==> src/rtl/tecd_pkg.sv <==
package tecd_pkg;

    typedef enum logic [2:0] {
        ST_IDLE,
        ST_QUICK,
        ST_SLOW,
        ST_MEM,
        ST_VERIFY,
        ST_DONE
    } tecd_state_e;

    typedef enum logic [1:0] {
        PATH_CLEAN = 2'd0,
        PATH_QUICK = 2'd1,
        PATH_SLOW  = 2'd2,
        PATH_MEM   = 2'd3
    } tecd_path_e;

    localparam int NUM_TIERS = 3;

endpackage

==> src/rtl/tecd_fsm.sv <==
module tecd_fsm
    import tecd_pkg::*;
#(
    parameter int ERR_W    = 3,
    parameter int Q_MAX    = 2,
    parameter int S_MAX    = 4,
    parameter int M_MAX    = 6,
    parameter int REMAP_TH = 5
) (
    input  logic                 clk,
    input  logic                 rst_n,
    input  logic                 rd_valid,
    input  logic                 rd_synd_zero,
    input  logic                 q_done,
    input  logic [ERR_W-1:0]     q_errs,
    input  logic                 s_done,
    input  logic [ERR_W-1:0]     s_errs,
    input  logic                 m_done,
    input  logic [ERR_W-1:0]     m_errs,
    input  logic                 rw_done,
    input  logic [ERR_W-1:0]     rw_hard,
    input  logic                 res_ready,
    output logic                 rd_ready,
    output logic                 q_req,
    output logic                 s_req,
    output logic                 m_req,
    output logic                 rw_req,
    output logic                 res_valid,
    output logic [1:0]           res_path,
    output logic                 exc_remap,
    output logic                 exc_uncorr,
    output logic                 accept,
    output logic [NUM_TIERS-1:0] enter
);

    localparam logic [ERR_W-1:0] Q_LIM  = ERR_W'(Q_MAX);
    localparam logic [ERR_W-1:0] S_LIM  = ERR_W'(S_MAX);
    localparam logic [ERR_W-1:0] M_LIM  = ERR_W'(M_MAX);
    localparam logic [ERR_W-1:0] RM_LIM = ERR_W'(REMAP_TH);

    tecd_state_e state, nxt;
    tecd_path_e  path_q;
    logic        remap_q, uncorr_q;

    // next-state decision
    always_comb begin
        nxt = state;
        unique case (state)
            ST_IDLE:   if (rd_valid) nxt = rd_synd_zero ? ST_DONE : ST_QUICK;
            ST_QUICK:  if (q_done)   nxt = (q_errs <= Q_LIM) ? ST_DONE : ST_SLOW;
            ST_SLOW:   if (s_done)   nxt = (s_errs <= S_LIM) ? ST_DONE : ST_MEM;
            ST_MEM:    if (m_done)   nxt = (m_errs <= M_LIM) ? ST_VERIFY : ST_DONE;
            ST_VERIFY: if (rw_done)  nxt = ST_DONE;
            ST_DONE:   if (res_ready) nxt = ST_IDLE;
            default:   nxt = ST_IDLE;
        endcase
    end

    // state register plus the result fields it carries
    always_ff @(posedge clk or negedge rst_n) begin
        if (!rst_n) begin
            state    <= ST_IDLE;
            path_q   <= PATH_CLEAN;
            remap_q  <= 1'b0;
            uncorr_q <= 1'b0;
        end else begin
            state <= nxt;
            if (accept) begin
                path_q   <= PATH_CLEAN;
                remap_q  <= 1'b0;
                uncorr_q <= 1'b0;
            end
            if (enter[0]) path_q <= PATH_QUICK;
            if (enter[1]) path_q <= PATH_SLOW;
            if (enter[2]) path_q <= PATH_MEM;
            if (state == ST_MEM && m_done && m_errs > M_LIM) uncorr_q <= 1'b1;
            if (state == ST_VERIFY && rw_done && rw_hard >= RM_LIM) remap_q <= 1'b1;
        end
    end

    // outputs
    always_comb begin
        rd_ready   = (state == ST_IDLE);
        q_req      = (state == ST_QUICK);
        s_req      = (state == ST_SLOW);
        m_req      = (state == ST_MEM);
        rw_req     = (state == ST_VERIFY);
        res_valid  = (state == ST_DONE);
        res_path   = path_q;
        exc_remap  = remap_q;
        exc_uncorr = uncorr_q;
        accept     = (state == ST_IDLE) && rd_valid;
        enter[0]   = (state != ST_QUICK) && (nxt == ST_QUICK);
        enter[1]   = (state != ST_SLOW)  && (nxt == ST_SLOW);
        enter[2]   = (state != ST_MEM)   && (nxt == ST_MEM);
    end

endmodule

==> src/rtl/tecd_lat_acc.sv <==
module tecd_lat_acc
    import tecd_pkg::*;
#(
    parameter int LW    = 8,
    parameter int LAT_Q = 2,
    parameter int LAT_S = 4,
    parameter int LAT_M = 183
) (
    input  logic                 clk,
    input  logic                 rst_n,
    input  logic                 clr,
    input  logic [NUM_TIERS-1:0] enter,
    output logic [LW-1:0]        lat
);

    localparam logic [LW-1:0] C_Q = LW'(LAT_Q);
    localparam logic [LW-1:0] C_S = LW'(LAT_S);
    localparam logic [LW-1:0] C_M = LW'(LAT_M);

    logic [LW-1:0] add;

    always_comb begin
        add = '0;
        if (enter[0]) add = add + C_Q;
        if (enter[1]) add = add + C_S;
        if (enter[2]) add = add + C_M;
    end

    always_ff @(posedge clk or negedge rst_n) begin
        if (!rst_n) lat <= '0;
        else        lat <= (clr ? '0 : lat) + add;
    end

endmodule

==> src/rtl/tecd_evt_cnt.sv <==
module tecd_evt_cnt #(
    parameter int W = 16
) (
    input  logic         clk,
    input  logic         rst_n,
    input  logic         inc,
    output logic [W-1:0] cnt
);

    always_ff @(posedge clk or negedge rst_n) begin
        if (!rst_n)   cnt <= '0;
        else if (inc) cnt <= cnt + W'(1);
    end

endmodule

==> src/rtl/tiered_ecc_dispatcher.sv <==
module tiered_ecc_dispatcher
    import tecd_pkg::*;
#(
    parameter int ERR_W    = 3,
    parameter int LW       = 8,
    parameter int CNT_W    = 16,
    parameter int Q_MAX    = 2,
    parameter int S_MAX    = 4,
    parameter int M_MAX    = 6,
    parameter int REMAP_TH = 5,
    parameter int LAT_Q    = 2,
    parameter int LAT_S    = 4,
    parameter int T_PRE    = 120,
    parameter int T_ACT    = 44,
    parameter int T_COL    = 10,
    parameter int T_MDEC   = 9
) (
    input  logic             clk,
    input  logic             rst_n,
    input  logic             rd_valid,
    input  logic             rd_synd_zero,
    output logic             rd_ready,
    output logic             q_req,
    input  logic             q_done,
    input  logic [ERR_W-1:0] q_errs,
    output logic             s_req,
    input  logic             s_done,
    input  logic [ERR_W-1:0] s_errs,
    output logic             m_req,
    input  logic             m_done,
    input  logic [ERR_W-1:0] m_errs,
    output logic             rw_req,
    input  logic             rw_done,
    input  logic [ERR_W-1:0] rw_hard,
    output logic             res_valid,
    input  logic             res_ready,
    output logic [1:0]       res_path,
    output logic [LW-1:0]    res_lat,
    output logic             exc_remap,
    output logic             exc_uncorr,
    output logic [CNT_W-1:0] cnt_quick,
    output logic [CNT_W-1:0] cnt_slow,
    output logic [CNT_W-1:0] cnt_mem
);

    localparam int LAT_M = T_PRE + T_ACT + T_COL + T_MDEC;

    logic                 accept;
    logic [NUM_TIERS-1:0] enter;
    logic [CNT_W-1:0]     tier_cnt [NUM_TIERS];

    tecd_fsm #(
        .ERR_W(ERR_W), .Q_MAX(Q_MAX), .S_MAX(S_MAX),
        .M_MAX(M_MAX), .REMAP_TH(REMAP_TH)
    ) u_fsm (
        .clk(clk), .rst_n(rst_n),
        .rd_valid(rd_valid), .rd_synd_zero(rd_synd_zero),
        .q_done(q_done), .q_errs(q_errs),
        .s_done(s_done), .s_errs(s_errs),
        .m_done(m_done), .m_errs(m_errs),
        .rw_done(rw_done), .rw_hard(rw_hard),
        .res_ready(res_ready),
        .rd_ready(rd_ready), .q_req(q_req), .s_req(s_req),
        .m_req(m_req), .rw_req(rw_req), .res_valid(res_valid),
        .res_path(res_path), .exc_remap(exc_remap), .exc_uncorr(exc_uncorr),
        .accept(accept), .enter(enter)
    );

    tecd_lat_acc #(
        .LW(LW), .LAT_Q(LAT_Q), .LAT_S(LAT_S), .LAT_M(LAT_M)
    ) u_lat (
        .clk(clk), .rst_n(rst_n), .clr(accept), .enter(enter), .lat(res_lat)
    );

    for (genvar t = 0; t < NUM_TIERS; t++) begin : g_cnt
        tecd_evt_cnt #(.W(CNT_W)) u_cnt (
            .clk(clk), .rst_n(rst_n), .inc(enter[t]), .cnt(tier_cnt[t])
        );
    end

    assign cnt_quick = tier_cnt[0];
    assign cnt_slow  = tier_cnt[1];
    assign cnt_mem   = tier_cnt[2];

endmodule

==> config.mk <==
export PLATFORM = sky130hd
export DESIGN_NAME = tiered_ecc_dispatcher
export DESIGN_NICKNAME = d
export VERILOG_FILES = /design/src/rtl/tecd_pkg.sv /design/src/rtl/tecd_fsm.sv /design/src/rtl/tecd_lat_acc.sv /design/src/rtl/tecd_evt_cnt.sv /design/src/rtl/tiered_ecc_dispatcher.sv
export SDC_FILE = /design/constraint.sdc
export NUM_CORES = 1
export LEC_CHECK = 0
export BUFFER_PORTS_ARGS = -buffer_cell sky130_fd_sc_hd__buf_2
export CAP_MARGIN = 40
export CORE_MARGIN = 2
export CORE_UTILIZATION = 25
export DETAILED_ROUTE_END_ITERATION = 12
export GPL_ROUTABILITY_DRIVEN = 0
export GPL_TIMING_DRIVEN = 0
export MAX_ROUTING_LAYER = met4
export SLEW_MARGIN = 20
export SYNTH_ARGS = -nofsm -noshare
export SYNTH_HDL_FRONTEND = slang
export SYNTH_SLANG_ARGS = --single-unit
==> constraint.sdc <==
create_clock -name clk -period 4.6 [get_ports clk]
set_clock_uncertainty 0.1 [all_clocks]
set_input_delay 0.46 -clock clk [delete_from_list [all_inputs] [get_ports clk]]
set_output_delay 0.46 -clock clk [all_outputs]
set_load 0.005 [all_outputs]
[Word-level counts from Yosys, hierarchy flattened]
Cells that the tools add are included.
Widths: inputs -> output; s select.
Storage, ports and cells
  input bits: 21
  logic and storage cells: 64
  output and inout bits: 66
  bits in registers: 63
Cells by class
  reduce and logical (&&, ||, !) cells: 12
  add/subtract/negate cells: 6
  eq/ne operators: 11
  muxes and demuxes: 22
  magnitude comparators: 5
Operator list (number)
  $add 16x1->16 const B: 3
  $mux 3: 9
  $mux 8: 3
  $pmux 3 s6: 1
  $eq 3x2->1 const B: 4
  $mux 2: 5
  $add 8x8->8: 1
  $add 8x8->8 const B: 1
  $logic_and 1x1->1: 8
  $eq 3x1->1 const B: 2
  $eq 3x3->1 const B: 2
  $le 3x3->1 const B: 2
  $ne 3x2->1 const B: 2
  $add 2x3->4 const B: 1
  $mux 1: 4
  $reduce_bool 2->1: 2
  $reduce_bool 4->1: 1
  $ge 3x3->1 const B: 1
  $gt 3x3->1 const B: 1
  $le 3x2->1 const B: 1
  $logic_not 3->1: 1
  $ne 3x1->1 const B: 1

[Longest topological paths before layout]
  depth in word-level cells: 12
  gate-level depth with buffers: 15
  gate-level depth less buffers: 13

[By module]
Synthesis repeated with hierarchy kept, for this count alone.
Second synthesis, totals
  cells, all modules: 289
  area total of the unflattened synthesis: 3240.6 um2
Modules (own cells, without submodules)
  tecd_evt_cnt: instances 3, cells each 56, area each 695.7 um2
  tecd_lat_acc: instances 1, cells each 61, area each 599.3 um2
  tecd_fsm: instances 1, cells each 60, area each 554.3 um2

[Worst setup path before layout]
No wires, ideal clock.
  kind: reg-to-reg
  start point: register u_fsm.state[0]
  end point: register u_lat.lat[7]
  library setup time: 80 ps
  period minus slack after synthesis: 3354 ps
  required time: 4420 ps
  setup slack: 1246 ps
  cell stages (with the launch flop): 16
  data arrival time: 3174 ps
  path through: dfrtp_1 > buf_4 > buf_6 > and4b_1 > a221oi_4 > nand3_2 > nor2_2 > inv_1 > ha_1 > o21ai_0 > ha_1 > o21ai_0 > o21bai_1 > o311ai_0 > mux2i_1 > xnor2_1
On the way
  longest elaborated chain between the ends: 10
  elaborated cells between the ends (all ways): 30
  those cells by class: 3 x add/sub; 11 x eq/ne; 11 x mux; 5 x reduce/logical
RTL lines
  from (decl): line tecd_fsm.sv:41  | tecd_state_e state, nxt;
  from (signal assigned): line tecd_fsm.sv:67  | state <= nxt;
  $eq 3x3->1 (tied with other cells): line tecd_fsm.sv:48  | unique case (state)
  $pmux 3 s6: line tecd_fsm.sv:48
  $eq 3x1->1: line tecd_fsm.sv:93  | enter[0] = (state != ST_QUICK) && (nxt == ST_QUICK);
  $logic_and 1x1->1 (*): line tecd_fsm.sv:93
  net g_cnt[0].u_cnt.inc: line tecd_evt_cnt.sv:6  | input logic inc,
  $mux 2 (*): line tecd_lat_acc.sv:24  | if (enter[0]) add = add + C_Q;
  $add 2x3->4: line tecd_lat_acc.sv:25  | if (enter[1]) add = add + C_S;
  $mux 8 (*): line tecd_lat_acc.sv:25
  $add 8x8->8: line tecd_lat_acc.sv:26  | if (enter[2]) add = add + C_M;
  $mux 8 (*): line tecd_lat_acc.sv:26
  $add 8x8->8 (*): line tecd_lat_acc.sv:31  | else lat <= (clr ? '0 : lat) + add;
  to (signal assigned): line tecd_lat_acc.sv:31
  to (decl): line tecd_lat_acc.sv:13  | output logic [LW-1:0] lat
Mark *: on every way through the listed nets, which the timed path passes. The rest lies on a longest branch.
A chain may end at the register's enable or synchronous reset.

[Worst setup path after layout]
Same ends and word-level chain as after synthesis.

==> results.toml <==
[outcome]
status = "complete, no violations"

[timing]
hold_viol_final = 0
rsz0062_at_grt = "false"
setup_slack_ns = 0.765
slew_violations = 0
min_period_ns = 3.83
max_freq_mhz = 261
post-route-period-util_pct = 83.4
slew_headroom_pct = 51.9
tightestPinTransition_ns = 0.720
finalSetupViolCount = 0
fin_tns_setup_ns = 0

[critical_path]
worst-setup-path-type = "reg -> reg"
cp-start-kind = "register"
rr_worst_depth = 15
slowest_stage = "o311ai_0"
worst-path-max-fanout = 10
worstPathCellList = "buf_4 > buf_6 > and4b_1 > a221oi_4 > nand3_2 > nor2_2 > inv_1 > ha_1 > o21ai_0 > ha_1 > o21ai_0 > o21bai_1 > o311ai_0 > mux2i_1 > xnor2_1"
cp.arrival_ns = 3.99
slowest_delay_ns = 0.42
critPathCaptureType = "register"
cp.required_ns = 4.76

[global_routing]
grt_pass1_vias = 2752
grt_max_degree = 49
gr-total-overflow = 0
grt_pass1_wl_um = 14300
grt_usage_pct = 13.1
antenna_found_initial = 0

[synth]
syn_area_per_cell_um2 = 10.9
synth_fp_nets = 343
synth_cells = 310
synth_edf_count = 0
synth.cell_area_mm2 = 0.00338
synth_cell_types = 53
ys_ff_latch = 63
async_flop_share_pct = 100
synthFlopType = "dfrtp_1"
ys_warn_count = 0
yosysSeqAreaShare_pct = 46.7

[layout]
finish.net_count = 442
drive_gt1_share_pct = 30.7
syn_to_final_growth_pct = 29.5
fillers = 1376
antenna_cells = 0

[clock_network]
cts_max_level = 3
tritoncts = "built"
cts_resized = 0
clock-sinks = 63
root_buffer = "clkbuf_16"
cts_made_buffers = 9
post-cts-setup-buffers = 0
clk_path_buf_depth = 2
path_clk_slew_ns = 0.05
clk_latency_ns = 0.33

[hold_path]
hold_class = "in -> reg"
min_path_cells = 3

[power]
p_total_mw = 2.46
pwr-share-seq_pct = 32.2
power_switching_uw = 898
clockPowerShare_pct = 29.2
ir_worst_vdd_uv = 234
swShare_pct = 36.5
pwr-share-comb_pct = 38.6
p_int_mw = 1.56
power_density_mw_per_mm2 = 563
leakage_nw = 2.25

[floorplanning]
initial_utilization_pct = 25.5
fp.dieW_um = 120
pin_count = 87
die_area_mm2 = 0.0145
rows = 42
die_h_um = 120
core_area_mm2 = 0.0132

[drt]
ant_nets = 0
via_count = 2670
drt-vias-per-instance = 4.53
drt-initial-drc-count = 109
wl_per_cell_um = 14.6
drc_errors = 0
drt_first_pass_iters = 4
wirelength_um = 8610

[place]
numPortBuffers = 86
dp_hpwl_um = 6360
pre_cts_slack_ns = 0.692

[flow_run]
maxCapViolations = 0
==> synthesized netlist by cell type (all sizes together), types with 3 or more instances <==
| library cell | n | area [µm²] |
|---|---|---|
| o311ai | 3 | 51.3 |
| o21bai | 4 | 33.8 |
| xor2 | 35 | 307 |
| a21oi | 7 | 42.5 |
| nand2b | 5 | 31.3 |
| xnor2 | 16 | 140 |
| o21ai | 8 | 40.0 |
| buf | 6 | 43.8 |
| ha | 11 | 138 |
| nor4 | 4 | 31.3 |
| and4 | 3 | 26.3 |
| nor4b | 4 | 60.1 |
| nand2 | 22 | 82.6 |
| nor2 | 13 | 51.3 |
| nor3 | 16 | 91.3 |
| nand4 | 9 | 62.6 |
| inv | 11 | 41.3 |
| nor3b | 7 | 52.6 |
| nor2b | 4 | 25.0 |
| and3 | 7 | 43.8 |
| and2 | 10 | 62.6 |
| nand3 | 20 | 105 |
| a21o | 3 | 22.5 |
| dfrtp | 63 | 1580 |
==> final timing paths <==
check,end,startpoint,slack [ns]
worst max register to register,u_lat.lat[7],u_fsm.state[0],0.77
worst max-delay path,u_lat.lat[7],u_fsm.state[0],0.77
worst min-delay path,u_fsm.exc_remap,rw_hard[1],0.29
max in group asynchronous,g_cnt[1].u_cnt.cnt[11],rst_n,3.42
worst min register to register,g_cnt[2].u_cnt.cnt[15],g_cnt[2].u_cnt.cnt[15],0.36
min in group asynchronous,g_cnt[1].u_cnt.cnt[7],rst_n,0.45
==> power by group through the flow <==
stage                     Clock [mW]  Combinational [mW]  Sequential (mW)
after floorplan                    0               0.634            0.791
after global placement             0               0.949            0.794
after detailed placement           0               0.966            0.799
after CTS                      0.740               0.971            0.792
after global routing           0.768                1.07            0.815
final                          0.718               0.950            0.792
==> critical path, delay by kind of cell, from the launching register on <==
kind / cells / cell delay [ns]
AO/OA/AOI/OAI: 5 / 1.13
XOR/XNOR: 1 / 0.13
adder cells (fa/ha/maj): 2 / 0.57
buffers and inverters: 3 / 0.38
flip-flops: 1 / 0.37
multiplexers: 1 / 0.27
AND/OR/NAND/NOR: 3 / 0.79
==> routing by layer <==
layer  GRT usage [%]  up-vias  wire length [µm]
li1                -     1291                 -
met1            16.8     1316              4160
met2            20.1       56              4030
met3            4.29        7               342
met4            3.13        0                76
met5               -        -                 0
==> registers in the layout, summed over array words and instances (netlist names) <==
| register | cells |
|---|---|
| g_cnt.u_cnt.cnt | 48 |
| u_fsm.state | 3 |
| u_lat.lat | 8 |
| u_fsm.res_path | 2 |
| u_fsm.exc_uncorr | 1 |
| u_fsm.exc_remap | 1 |
==> repair_timing <==
action	in CTS	in global routing
hold endpoints to repair	15	0
setup endpoints to repair	0	0
hold buffers	1	0
==> stage by stage <==
| stage | cells | hold WS, ns | area [µm²] | utilization [%] |
|---|---|---|---|---|
| after floorplan | 310 | 0.0644 | 3380 | - |
| after detailed placement | 573 | 0.254 | 4060 | 30.6 |
| after global routing | 590 | 0.332 | 4370 | 33.0 |
| final | 590 | 0.289 | 4370 | 33.0 |
| after CTS | 590 | 0.280 | 4370 | 33.0 |
| after global placement | 572 | 0.353 | 4030 | 30.4 |
==> placed cells by master, fill, tap and decap left out, types with 11 or more instances in the layout <==
cell / instances
xor2_1: 35
nor2_1: 12
ha_1: 11
nand3_1: 19
nand2_1: 22
nor3_1: 15
dfrtp_1: 63
buf_2: 87
xnor2_1: 16
==> cell families after synthesis <==
kind of cell | share of synthesized area [%]
flops | 46.7
fa+ha+maj | 4.67
simple gates | 22.9
xor+xnor | 13.2
mux | 0.963
compound gates | 8.82
buf+inv | 2.74
==> cell type report <==
type / count / area [µm²] / area share (%)
Multi-Input combinational cell: 228 / 1710 / 39.0
Sequential cell: 63 / 1580 / 36.0
Timing Repair Buffer: 88 / 470 / 10.8
Clock buffer: 12 / 236 / 5.41
Tap cell: 176 / 220 / 5.03
Clock inverter: 4 / 70.1 / 1.60
Buffer: 8 / 51.3 / 1.17
Inverter: 11 / 41.3 / 0.944
Note: power is estimated with default switching activity, not from simulation.
